$ cat src/rtl/mxbus_pkg.sv
package mxbus_pkg;

    typedef enum logic {
        MODE_DUAL  = 1'b0,
        MODE_LEVEL = 1'b1
    } mode_e;

    // synchronized control pins
    typedef struct packed {
        logic as_s;
        logic ds_s;
        logic rw_s;
        logic cs_n_s;
    } ctl_t;

    localparam int CTL_W = $bits(ctl_t);

    // decoded bus events for one clock
    typedef struct packed {
        logic addr_cap;
        logic rd_go;
        logic wr_go;
        logic rd_win;
    } evt_t;

endpackage

$ cat src/rtl/mxbus_sync.sv
module mxbus_sync #(
    parameter int              W       = 1,
    parameter int              STAGES  = 2,
    parameter logic [W-1:0]    RST_VAL = '0
) (
    input  logic         clk,
    input  logic         rst_n,
    input  logic [W-1:0] d,
    output logic [W-1:0] q
);

    logic [W-1:0] stg_q [STAGES];

    for (genvar i = 0; i < STAGES; i++) begin : g_stage
        logic [W-1:0] stg_d;
        if (i == 0) begin : g_first
            assign stg_d = d;
        end else begin : g_next
            assign stg_d = stg_q[i-1];
        end
        always_ff @(posedge clk or negedge rst_n) begin
            if (!rst_n) stg_q[i] <= RST_VAL;
            else        stg_q[i] <= stg_d;
        end
    end

    assign q = stg_q[STAGES-1];

endmodule

$ cat src/rtl/mxbus_strobe_dec.sv
module mxbus_strobe_dec
    import mxbus_pkg::*;
(
    input  mode_e mode,
    input  ctl_t  cur,
    input  ctl_t  prv,
    output evt_t  evt
);

    logic sel, as_fall, ds_fall, ds_rise, rw_rise;

    always_comb begin
        // chip select must be low on both sides of the edge
        sel     = !cur.cs_n_s && !prv.cs_n_s;
        as_fall = prv.as_s && !cur.as_s;
        ds_fall = prv.ds_s && !cur.ds_s;
        ds_rise = !prv.ds_s && cur.ds_s;
        rw_rise = !prv.rw_s && cur.rw_s;

        evt          = '0;
        evt.addr_cap = as_fall;
        if (mode == MODE_LEVEL) begin
            evt.rd_go  = sel && ds_rise && cur.rw_s;
            evt.wr_go  = sel && ds_fall && !prv.rw_s;
            evt.rd_win = !cur.cs_n_s && cur.ds_s && cur.rw_s;
        end else begin
            evt.rd_go  = sel && ds_fall && cur.rw_s;
            evt.wr_go  = sel && rw_rise && cur.ds_s;
            evt.rd_win = !cur.cs_n_s && !cur.ds_s && cur.rw_s;
        end
    end

endmodule

$ cat src/rtl/mxbus_if.sv
module mxbus_if
    import mxbus_pkg::*;
#(
    parameter int AW          = 7,
    parameter int DW          = 8,
    parameter int IMPL_REGS   = 114,
    parameter int SYNC_STAGES = 2
) (
    input  logic          clk,
    input  logic          rst_n,
    input  logic          bus_mode,
    input  logic          cs_n,
    input  logic          as_strb,
    input  logic          ds_strb,
    input  logic          rw_strb,
    input  logic [DW-1:0] ad_in,
    output logic [DW-1:0] ad_out,
    output logic          ad_oe,
    output logic [AW-1:0] reg_addr,
    output logic [DW-1:0] reg_wdata,
    output logic          reg_we,
    output logic          reg_re,
    input  logic [DW-1:0] reg_rdata
);

    localparam int          SW    = CTL_W + DW;
    localparam logic [AW:0] LIMIT = (AW+1)'(IMPL_REGS);
    // idle: strobes and select high, bus zero
    localparam logic [SW-1:0] SYNC_RST = {{CTL_W{1'b1}}, {DW{1'b0}}};

    typedef struct packed {
        logic [AW-1:0] addr;
        logic [DW-1:0] wdata;
        logic          we;
        logic          re;
        logic          oe;
        ctl_t          ctl;
        logic [DW-1:0] ad;
    } st_t;

    localparam st_t ST_RST = '{addr: '0, wdata: '0, we: 1'b0, re: 1'b0,
                               oe: 1'b0, ctl: '1, ad: '0};

    logic [SW-1:0] sync_q;
    ctl_t          ctl_cur;
    logic [DW-1:0] ad_cur;
    evt_t          evt;
    st_t           st_d, st_q;
    logic          hit_d, hit_q;

    mxbus_sync #(
        .W       (SW),
        .STAGES  (SYNC_STAGES),
        .RST_VAL (SYNC_RST)
    ) sync_i (
        .clk   (clk),
        .rst_n (rst_n),
        .d     ({as_strb, ds_strb, rw_strb, cs_n, ad_in}),
        .q     (sync_q)
    );

    assign ctl_cur = ctl_t'(sync_q[SW-1:DW]);
    assign ad_cur  = sync_q[DW-1:0];

    mxbus_strobe_dec dec_i (
        .mode (mode_e'(bus_mode)),
        .cur  (ctl_cur),
        .prv  (st_q.ctl),
        .evt  (evt)
    );

    always_comb begin
        st_d     = st_q;
        st_d.ctl = ctl_cur;
        st_d.ad  = ad_cur;
        st_d.we  = 1'b0;
        st_d.re  = 1'b0;
        // bus byte one sample before the edge is the stable one
        if (evt.addr_cap) st_d.addr = st_q.ad[AW-1:0];
        hit_d    = {1'b0, st_d.addr} < LIMIT;
        if (evt.wr_go && hit_d) begin
            st_d.we    = 1'b1;
            st_d.wdata = st_q.ad;
        end
        st_d.re  = evt.rd_go && hit_d;
        st_d.oe  = evt.rd_win;
    end

    always_ff @(posedge clk or negedge rst_n) begin
        if (!rst_n) st_q <= ST_RST;
        else        st_q <= st_d;
    end

    assign hit_q     = {1'b0, st_q.addr} < LIMIT;
    assign ad_out    = (st_q.oe && hit_q) ? reg_rdata : '0;
    assign ad_oe     = st_q.oe;
    assign reg_addr  = st_q.addr;
    assign reg_wdata = st_q.wdata;
    assign reg_we    = st_q.we;
    assign reg_re    = st_q.re;


    reset_quiet_chk: assert property (@(posedge clk)
        !rst_n |-> (!reg_we && !reg_re && !ad_oe));


    we_single_chk: assert property (@(posedge clk) disable iff (!rst_n)
        reg_we |=> !reg_we);


    re_single_chk: assert property (@(posedge clk) disable iff (!rst_n)
        reg_re |=> !reg_re);


    oe_select_chk: assert property (@(posedge clk) disable iff (!rst_n)
        ad_oe |-> $past(!ctl_cur.cs_n_s));


    we_range_chk: assert property (@(posedge clk) disable iff (!rst_n)
        reg_we |-> ({1'b0, reg_addr} < LIMIT));


    we_no_drive_chk: assert property (@(posedge clk) disable iff (!rst_n)
        reg_we |-> !ad_oe);

endmodule

$ cat config.mk
export PLATFORM = sky130hd
export DESIGN_NAME = mxbus_if
export DESIGN_NICKNAME = d
export VERILOG_FILES = /design/src/rtl/mxbus_pkg.sv /design/src/rtl/mxbus_sync.sv /design/src/rtl/mxbus_strobe_dec.sv /design/src/rtl/mxbus_if.sv
export SDC_FILE = /design/constraint.sdc
export NUM_CORES = 1
export LEC_CHECK = 0
export ABC_AREA = 0
export ABC_CLOCK_PERIOD_IN_PS = 5700
export BUFFER_PORTS_ARGS = -buffer_cell sky130_fd_sc_hd__buf_2
export CAP_MARGIN = 20
export CORE_MARGIN = 1
export CORE_UTILIZATION = 45
export CTS_CLUSTER_SIZE = 40
export DETAILED_ROUTE_END_ITERATION = 12
export HOLD_SLACK_MARGIN = 0.08
export PLACE_DENSITY = 0.72
export SLEW_MARGIN = 20
export SYNTH_ARGS = -nofsm -noshare
export SYNTH_HDL_FRONTEND = slang
export SYNTH_SLANG_ARGS = --single-unit
$ cat constraint.sdc
create_clock -name clk -period 5.7 [get_ports clk]
set_input_delay 1.14 -clock clk [delete_from_list [all_inputs] [get_ports clk]]
set_output_delay 1.14 -clock clk [all_outputs]
set_load 0.02 [all_outputs]
Word-level counts from Yosys, hierarchy flattened

Cells that the tools add are included.

Order comparisons: 2
Multiplexer cells: 4
Reduce and logical (&&, ||, !) cells: 25

Operators by type and width:

| operator                                  | number |
|---|---|
| logical AND 1 bit                         | 19 |
| < comparator 7 bit, second input constant | 2 |
| 2-to-1 mux 8 bit                          | 1 |
| 2-to-1 mux 7 bit                          | 1 |
| zero test 1 bit                           | 6 |
| 2-to-1 mux 3 bit                          | 1 |
| 2-to-1 mux 1 bit                          | 1 |

Output and inout bits: 26
Logic and storage cells: 43
Input port bits: 23
Bits in registers: 54

Logic depth before layout (Yosys ltp)

Gate-level depths: netlist of run 1.

Word-level depth: 7
Mapped depth: 6
Gate-level depth less buffers: 5

Hierarchy

A second synthesis of run 1 with hierarchy kept.

Cells, all modules: 116
Area total of the unflattened synthesis: 1,930.6 sq um

Modules (own cells, without submodules):

| module           | cells an instance | instances | area an instance (sq um) |
|---|---|---|---|
| mxbus_if         | 81                | 1         | 1,233.7 |
| mxbus_sync       | 24                | 1         | 610.6 |
| mxbus_strobe_dec | 11                | 1         | 86.3 |

Worst setup path before layout of run 1

OpenSTA, ideal clock, no wires.

Path type: input -> output
From: input reg_rdata[0]
To: output ad_out[0]
Path slack: 3.210 ns
Arrival: 1.350 ns
Stages: 1
Path buffers: 0
Cell sequence: and2_1

Cells in the longest elaborated chain, start to end: 1

RTL lines:

| item             | line           | source |
|---|---|---|
| start, declared  | mxbus_if.sv:23 | `input logic [DW-1:0] reg_rdata` |
| 2-to-1 mux 8 bit | mxbus_if.sv:95 | `assign ad_out = (st_q.oe && hit_q) ? reg_rdata : '0;` |
| end, declared    | mxbus_if.sv:17 | `output logic [DW-1:0] ad_out,` |

No other way between the ends.

Worst setup path after layout of run 1

From: input reg_rdata[7]
To: output ad_out[7]

Same word-level chain as after synthesis.

==> reports/metrics.cfg, run 1 <==
[synthesis]
synthesis.nets=139
synth-compound-area-share_pct=1.730
yosys.area_share.simple_pct=8.649
syn_area_sq_um=1881
ys_ff_latch=54
yosysSeqAreaShare_pct=72.65
synth_top_family_by_area=multiplexers
muxShareOfSynthArea_pct=9.714
syn_inst=116
ys_warn_count=0
synthDistinctLibCells=24
syn_area_per_cell_sq_um=16.21
synth_xor_area_share_pct=0.4657
synthAdderAreaFrac_pct=0

[detailed_routing]
ant_nets=0
drt-total-wl_mm=2.701
wl_per_cell_um=13.11
vias=959
via_per_inst=4.655
drt_pass1_iterations=4
drc=0
drtIter0Drc=23

[worst_setup_path]
startpoint_type=input port
end_kind=output port
r2r_cells=5
crit_top_cell=buf_2
critPathMaxFanout=1
cpPeakStageDelay_ns=0.15
slowest_stage=buf_2
cp_top_family=buffers and inverters
timing.rr.start=st_q[11]
cp_cell_sequence=buf_2 > and2_1 > buf_2
reg2reg_to=reg_wdata[7]
required_ns=4.56
crit_buf_inv=2
cp.arrival_ns=1.51
path_class=in -> out
rrSetupSlack_ns=3.66

[timing]
fmax_ghz=0.3767
slew_headroom_pct=57.60
slew_violations=0
rsz0062_at_grt=no
finalSetupViolations=0
post-route-period-util_pct=46.57
fin_tns_setup_ns=0
fin_skew_ns=0.007258
report.final.hold_viol_count=0
tightest_slew_ns=0.6360
min_period_ns=2.655
setup_slack_ns=3.045

[status]
status=completed

[power_and_ir_drop]
switchingPower_uw=190.3
irDropWorstVdd_uv=178.8
cellLeakagePower_uw=0.001030
intPower_uw=555.1
p_sw_share_pct=25.53
p_comb_share_pct=14.7
p_clk_share_pct=25.9
seqPwrFrac_pct=59.4
power_density_nw_per_um2=348.0

[global_routing]
grt-ovfl-total=0
grt_max_degree=55
grt_pass1_vias=976
antenna_found_initial=0
grt_pass1_wl_mm=4.305
track_usage_pct=13.57

[cells_and_area]
utilization_pct=53.55
instances_no_fill=206
nets=178
layout_common_cells=47 x buf_2, 42 x dfrtp_1, 14 x mux2_2
drive_gt1_share_pct=53.85
diodes=0
fillerInstances=325
final_common_cell=buf_2
syn_to_final_growth_pct=13.91

[cts]
cts.sink_count=54
ctsResizeCount=0
cts_max_level=2
cts_setup_buffers=0
clk_latency_ns=0.30
root_buffer=clkbuf_8
tritoncts=done
clk_pin_slew_ns=0.09
cts_hold_buffers=0
cts_buffers=5
clk_path_buf_depth=2

[min_path]
hp-class=reg -> reg
worstHoldStart=sync_i.q[2]
min_to=st_q[2]
min_path_cells=0

[die]
start_util_pct=47.01
io_pins=49
core_area_sq_um=4000
die-width_um=66.65
die_area_sq_um=4442
die_h_um=66.65
num_rows=23

[place]
place_congestion=0.6352
place_inst=198
io_buffers=48
dp_slack_ns=3.041
hpwlAfterDp_mm=1.901

[run]
maxCapViolations=0

metrics by stage:
stage,hold WS (ns),total power [uW],cell area [sq um]
after CTS,0.3543,758.6,2140
after global routing,0.3607,786.1,2142
after detailed placement,0.3347,561.2,2059
after floorplan,0.3312,542.9,1881
final,0.3465,745.4,2142
after global placement,0.3312,554.8,2059
power by group through the flow:
stage | Combinational, uW | Sequential, uW | Clock, uW
6_report | 109 | 443 | 193
5_1_grt | 120 | 448 | 218
4_1_cts | 111 | 443 | 204
3_5_place_dp | 111 | 450 | 0
3_3_place_gp | 108 | 447 | 0
2_1_floorplan | 98.8 | 444 | 0
worst max path at each step:
stage	start	endpoint	slack [ns]	depth (start not counted)
6_report	reg_rdata[7]	ad_out[7]	3.05	3
5_1_grt	reg_addr[2]	ad_out[0]	2.97	4
4_1_cts	reg_rdata[7]	ad_out[7]	3.04	3
3_5_place_dp	reg_rdata[7]	ad_out[7]	3.04	3
3_3_place_gp	reg_rdata[0]	ad_out[0]	3.05	3
2_1_floorplan	reg_rdata[0]	ad_out[0]	3.21	1
registers in the layout (all words and copies together), names as in the netlist:
name / count
reg_we: 1
sync_i.g_stage.stg_d: 12
st_q: 12
reg_re: 1
reg_wdata: 8
ad_oe: 1
reg_addr: 7
sync_i.q: 12
kinds of logic after synthesis:
kind of cell,Yosys count
flops,54
simple gates,24
compound gates,4
xor+xnor,1
buf+inv,17
mux,16
final cells by class:
| cell class | count | area [sq um] | share of cell area (%) |
|---|---|---|---|
| well taps | 50 | 62.56 | 2.921 |
| multi-input cells | 45 | 386.6 | 18.05 |
| clock buffers | 8 | 80.08 | 3.738 |
| flip-flops and latches | 54 | 1366 | 63.79 |
| repair buffers | 48 | 242.7 | 11.33 |
| inverters | 1 | 3.754 | 0.1752 |
cells in the mapped netlist, drive strengths merged:
library cell,number,area (sq um)
xor2,1,8.760
nand3,2,22.52
mux2,15,172.7
o21ai,2,10.01
nand3b,1,7.510
o21a,1,7.510
dfstp,12,315.3
nor2b,1,13.76
and3,1,7.510
nor4b,1,8.760
and2,8,50.05
nor3,2,10.01
buf,16,123.9
o221ai,1,15.01
inv,1,3.750
nand2,2,7.510
dfrtp,42,1051
and3b,1,8.760
nor3b,2,15.01
mux2i,1,10.01
nor2,3,11.26
per-layer routing:
layer	vias up	global-route usage, %	routed length, um
met5	-	0	0
li1	447	-	-
met2	39	21.59	1305
met4	0	7.713	62
met3	6	5.137	214
met1	467	15.61	1118
Power figures use the tool's default switching activity.
==> inputs of run 2 (changes only) <==
--- a/config.mk
+++ b/config.mk
@@ -6,7 +6,7 @@
 export NUM_CORES = 1
 export LEC_CHECK = 0
 export ABC_AREA = 0
-export ABC_CLOCK_PERIOD_IN_PS = 5700
+export ABC_CLOCK_PERIOD_IN_PS = 2200
 export BUFFER_PORTS_ARGS = -buffer_cell sky130_fd_sc_hd__buf_2
 export CAP_MARGIN = 20
 export CORE_MARGIN = 1
@@ -14,7 +14,7 @@
 export CTS_CLUSTER_SIZE = 40
 export DETAILED_ROUTE_END_ITERATION = 12
 export HOLD_SLACK_MARGIN = 0.08
-export PLACE_DENSITY = 0.72
+export PLACE_DENSITY = 0.74
 export SLEW_MARGIN = 20
 export SYNTH_ARGS = -nofsm -noshare
 export SYNTH_HDL_FRONTEND = slang
==> constraint.sdc (replaced) <==
create_clock -name clk -period 2.2 [get_ports clk]
set_input_delay 0.44 -clock clk [delete_from_list [all_inputs] [get_ports clk]]
set_output_delay 0.44 -clock clk [all_outputs]
set_load 0.02 [all_outputs]
==> reports/metrics.cfg, run 2 (synthesized netlist as in run 1, its figures left out) <==
[die]
start_util_pct=47.01
io_pins=49
num_rows=23
die-width_um=66.65
die_h_um=66.65
core_area_sq_um=4000
die_area_sq_um=4442

[cells_and_area]
drive_gt1_share_pct=56.25
utilization_pct=54.68
layout_common_cells=48 x buf_2, 42 x dfrtp_1, 14 x mux2_2
diodes=0
final_common_cell=buf_2
multi_input_area_sq_um=386.6
syn_to_final_growth_pct=16.30
fillerInstances=325
nets=182
regArea_sq_um=1366

[timing]
setup_slack_ns=0.2669
rsz0062_at_grt=no
tightest_slew_ns=0.4012
finalSetupViolations=0
fin_skew_ns=0.002331
report.final.hold_viol_count=0
fin_tns_setup_ns=0
min_period_ns=1.933
slew_violations=0
post-route-period-util_pct=87.87
fmax_ghz=0.5173
slew_headroom_pct=73.25

[place]
place_congestion=0.7540
io_buffers=48
dp_slack_ns=0.2747

[global_routing]
grt_pass1_wl_mm=4.574
grt-ovfl-total=0
grt_max_degree=20
antenna_found_initial=0
grt_pass1_vias=974
track_usage_pct=15.08

[min_path]
min_path_cells=1
hp-class=in -> reg
worstHoldStart=rw_strb
min_to=sync_i.g_stage[1].stg_d[9]

[detailed_routing]
via_per_inst=4.748
wl_per_cell_um=13.57
vias=997
drtIter0Drc=18
drt-total-wl_mm=2.849
drc=0
ant_nets=0
drt_pass1_iterations=4

[worst_setup_path]
reg2reg_to=reg_wdata[5]
timing.rr.start=st_q[11]
startpoint_type=register
rrSetupSlack_ns=0.27
end_kind=register
path_class=reg -> reg
required_ns=2.39
critPathMaxFanout=9
r2r_cells=5
cp.arrival_ns=2.12

[cts]
cts_max_level=2
ctsResizeCount=0
root_buffer=clkbuf_8
clk_path_buf_depth=2
clk_pin_slew_ns=0.08
tritoncts=done
cts_buffers=5
cts.sink_count=54
clk_latency_ns=0.30

[power_and_ir_drop]
cellLeakagePower_uw=0.001055
irDropWorstVdd_uv=531.9
power_density_nw_per_um2=904.9

[status]
status=completed

[run]
maxCapViolations=0

## run 2: how the worst max path moves through the flow
stage / startpoint / endpoint / slack [ns] / depth (start not counted)
2_1_floorplan: st_q[11] / reg_wdata[0] / 0.35 / 6
3_3_place_gp: st_q[11] / reg_wdata[6] / 0.33 / 5
3_5_place_dp: st_q[11] / reg_wdata[4] / 0.27 / 5
4_1_cts: reg_addr[2] / ad_out[2] / 0.24 / 4
5_1_grt: reg_addr[2] / ad_out[2] / 0.09 / 4
6_report: st_q[11] / reg_wdata[5] / 0.27 / 5
## run 2: report_power, final
part           leakage, uW  total, uW  switching [uW]  internal [uW]
Clock            0.0000472        541             288            253
Combinational     0.000381        286             164            122
Sequential        0.000627       1150            58.6           1090
Total              0.00106       1980             510           1470
## run 2: cell type report
cell class              count  share of cell area (%)
clock buffers               6                   3.776
clock inverters             2                  0.5721
inverters                   1                  0.1716
multi-input cells          45                   17.68
flip-flops and latches     54                   62.47
well taps                  50                   2.860
repair buffers             52                   12.47
## run 2: layer usage
metal  global-route usage [%]  share of wire, %
met4                    7.979               2.4
met1                    16.47                38
met3                    5.137               6.8
met5                        0                 0
met2                    25.63                53
## run 2: worst max-delay path: stages (launching register included)
cell      delay (ns)
dfstp_2         0.53
nor2b_4         0.23
mux2_4          0.33
o221ai_2        0.25
nand3_4         0.18
mux2_2          0.31
## run 2: what timing repair did
| item | CTS | global route |
|---|---|---|
| setup endpoints to repair | 0 | 0 |
| hold buffers | 1 | 0 |
| endpoints found under the hold margin | 17 | 0 |
| setup buffers | 0 | 0 |
## run 2: metrics by stage
step | power [uW] | instance area, sq um | instances | hold slack [ns]
floorplan | 1407 | 1881 | 116 | 0.1444
global placement | 1445 | 2082 | 201 | 0.3312
detailed placement | 1461 | 2082 | 201 | 0.3347
CTS | 2009 | 2187 | 210 | 0.2177
global route | 2083 | 2187 | 210 | 0.2071
finish | 1979 | 2187 | 210 | 0.2315
==> inputs of run 3 (changes only) <==
--- a/config.mk
+++ b/config.mk
@@ -5,7 +5,7 @@
 export SDC_FILE = /design/constraint.sdc
 export NUM_CORES = 1
 export LEC_CHECK = 0
-export ABC_AREA = 0
+export ABC_AREA = 1
 export ABC_CLOCK_PERIOD_IN_PS = 2200
 export BUFFER_PORTS_ARGS = -buffer_cell sky130_fd_sc_hd__buf_2
 export CAP_MARGIN = 20
==> reports/metrics.cfg, run 3 <==
[status]
status=completed

[cts]
cts_hold_buffers=0
clk_pin_slew_ns=0.09
clk_latency_ns=0.31
tritoncts=done
ctsResizeCount=0
cts_buffers=5
root_buffer=clkbuf_8
clk_path_buf_depth=2
cts_setup_buffers=0
cts_max_level=2
cts.sink_count=54

[timing]
report.final.hold_viol_count=0
min_period_ns=1.898
tightest_slew_ns=0.6215
fmax_ghz=0.5268
slew_violations=0
fin_tns_setup_ns=0
finalSetupViolations=0
fin_skew_ns=0.008654
post-route-period-util_pct=86.28
slew_headroom_pct=58.57
rsz0062_at_grt=no

[synthesis]
synth_common_cells=42 x dfrtp_1, 27 x nand2_1, 17 x inv_1, 15 x buf_4
syn_area_per_cell_sq_um=12.17
synth_ff_type=dfrtp_1
ys_ff_latch=54
async_flop_share_pct=100.0
syn_area_sq_um=1947
yosysSeqAreaShare_pct=70.18
syn_inst=160
synth_edf_count=0
yosys.area.top_type=dfrtp_1
synth_top_area_share_pct=53.98
synth_most_common_cell=dfrtp_1
synthesis.nets=183
synth_area_leaders=dfrtp_1 54%, dfstp_2 16%, buf_4 5.8%
synthDistinctLibCells=25
ys_warn_count=0

[cells_and_area]
regArea_sq_um=1366
fillerInstances=358
fin_area_sq_um=2251
nets=225
drive_gt1_share_pct=42.86
layout_common_cells=48 x buf_2, 42 x dfrtp_1, 27 x nand2_1
syn_to_final_growth_pct=15.62
multi_input_area_sq_um=389.1
final_common_cell=buf_2
diodes=0

[detailed_routing]
via_per_inst=4.573
ant_nets=0
wl_per_cell_um=11.13
vias=1157
drtIter0Drc=36
drt_pass1_iterations=4
drt-total-wl_mm=2.816
drc=0

[power_and_ir_drop]
irDropWorstVdd_uv=503.5
cellLeakagePower_uw=0.001187
power_density_nw_per_um2=878.8

[worst_setup_path]
end_kind=output port
critPathMaxFanout=8
path_class=reg -> out
rrSetupSlack_ns=0.73
cp.arrival_ns=1.46
r2r_cells=9
reg2reg_to=reg_wdata[0]
startpoint_type=register
timing.rr.start=sync_i.q[11]
required_ns=1.76

[global_routing]
grt_pass1_vias=1048
antenna_found_initial=0
grt-ovfl-total=0
track_usage_pct=13.98
grt_pass1_wl_mm=4.409
grt_max_degree=32

[die]
die_h_um=67.78
die_area_sq_um=4593
start_util_pct=47.64
core_area_sq_um=4086
io_pins=49
num_rows=23
die-width_um=67.78

[place]
placed_cell_area_sq_um=2152
io_buffers=48
place_congestion=0.7801
hpwlAfterDp_mm=2.052

[min_path]
hp-class=in -> async

[run]
maxCapViolations=0

-- run 3: cell types whose count changed after synthesis, moves of 3 or more --
cell / previous run / this run
and2_1: 8 / 0
inv_1: 1 / 17
inv_2: 0 / 3
mux2_2: 14 / 1
nand2_1: 2 / 27
nand2_2: 0 / 4
nand3_1: 1 / 12
nor2_1: 3 / 8
-- run 3: logic make-up after synthesis --
| kind of cell | Yosys count | share of synthesized area (%) |
|---|---|---|
| AOI/OAI and AO/OA | 6 | 2.764 |
| buffers and inverters | 36 | 9.833 |
| DFF | 54 | 70.18 |
| muxes | 1 | 0.5784 |
| and+or+nand+nor | 63 | 16.65 |
-- run 3: routing by layer --
layer | wire [um] | global-route usage, % | vias up
met5 | 0 | 0 | -
met2 | 1413 | 24.38 | 42
li1 | - | - | 565
met1 | 1151 | 14.51 | 543
met4 | 57 | 7.552 | 0
met3 | 193 | 5.068 | 7
-- run 3: critical path, stage by stage, from the launching register on --
cell	delay [ns]
dfrtp_1	0.37
nand3_1	0.10
o21ai_1	0.43
nor2_1	0.07
buf_2	0.17
-- run 3: cell type report --
cell class / instances / area share (%)
Clock buffer: 6 / 3.669
Clock inverter: 2 / 0.7226
Inverter: 21 / 3.502
Multi-Input combinational cell: 70 / 17.29
Sequential cell: 54 / 60.70
Tap cell: 50 / 2.779
Timing Repair Buffer: 50 / 11.34
-- run 3: worst max-delay path by stage --
stage	endpoint	from	cells after the start
final	ad_out[3]	reg_addr[5]	4
after global routing	ad_out[2]	reg_addr[6]	4
after CTS	ad_out[3]	reg_addr[5]	4
after detailed placement	ad_out[3]	reg_addr[5]	4
after global placement	ad_out[0]	reg_addr[4]	4
after floorplan	ad_out[0]	reg_addr[3]	3
-- run 3: stage by stage --
stage / std cells / total power, uW / utilization (%) / hold slack, ns / worst slack (ns)
floorplan: 160 / 1381 / - / 0.1444 / 0.7275
global route: 253 / 2072 / 55.08 / 0.1893 / 0.1042
finish: 253 / 1978 / 55.08 / 0.1363 / 0.3019
CTS: 253 / 2008 / 55.08 / 0.1534 / 0.2407
detailed placement: 245 / 1434 / 52.66 / 0.3347 / 0.5859
global placement: 245 / 1426 / 52.66 / 0.3314 / 0.6514
-- run 3: report_power, final --
group | total, uW | switching (uW) | leakage (uW) | internal, uW
logic | 275 | 180 | 0.000510 | 94.5
clock network | 568 | 309 | 0.0000478 | 259
registers | 1140 | 48.4 | 0.000629 | 1090
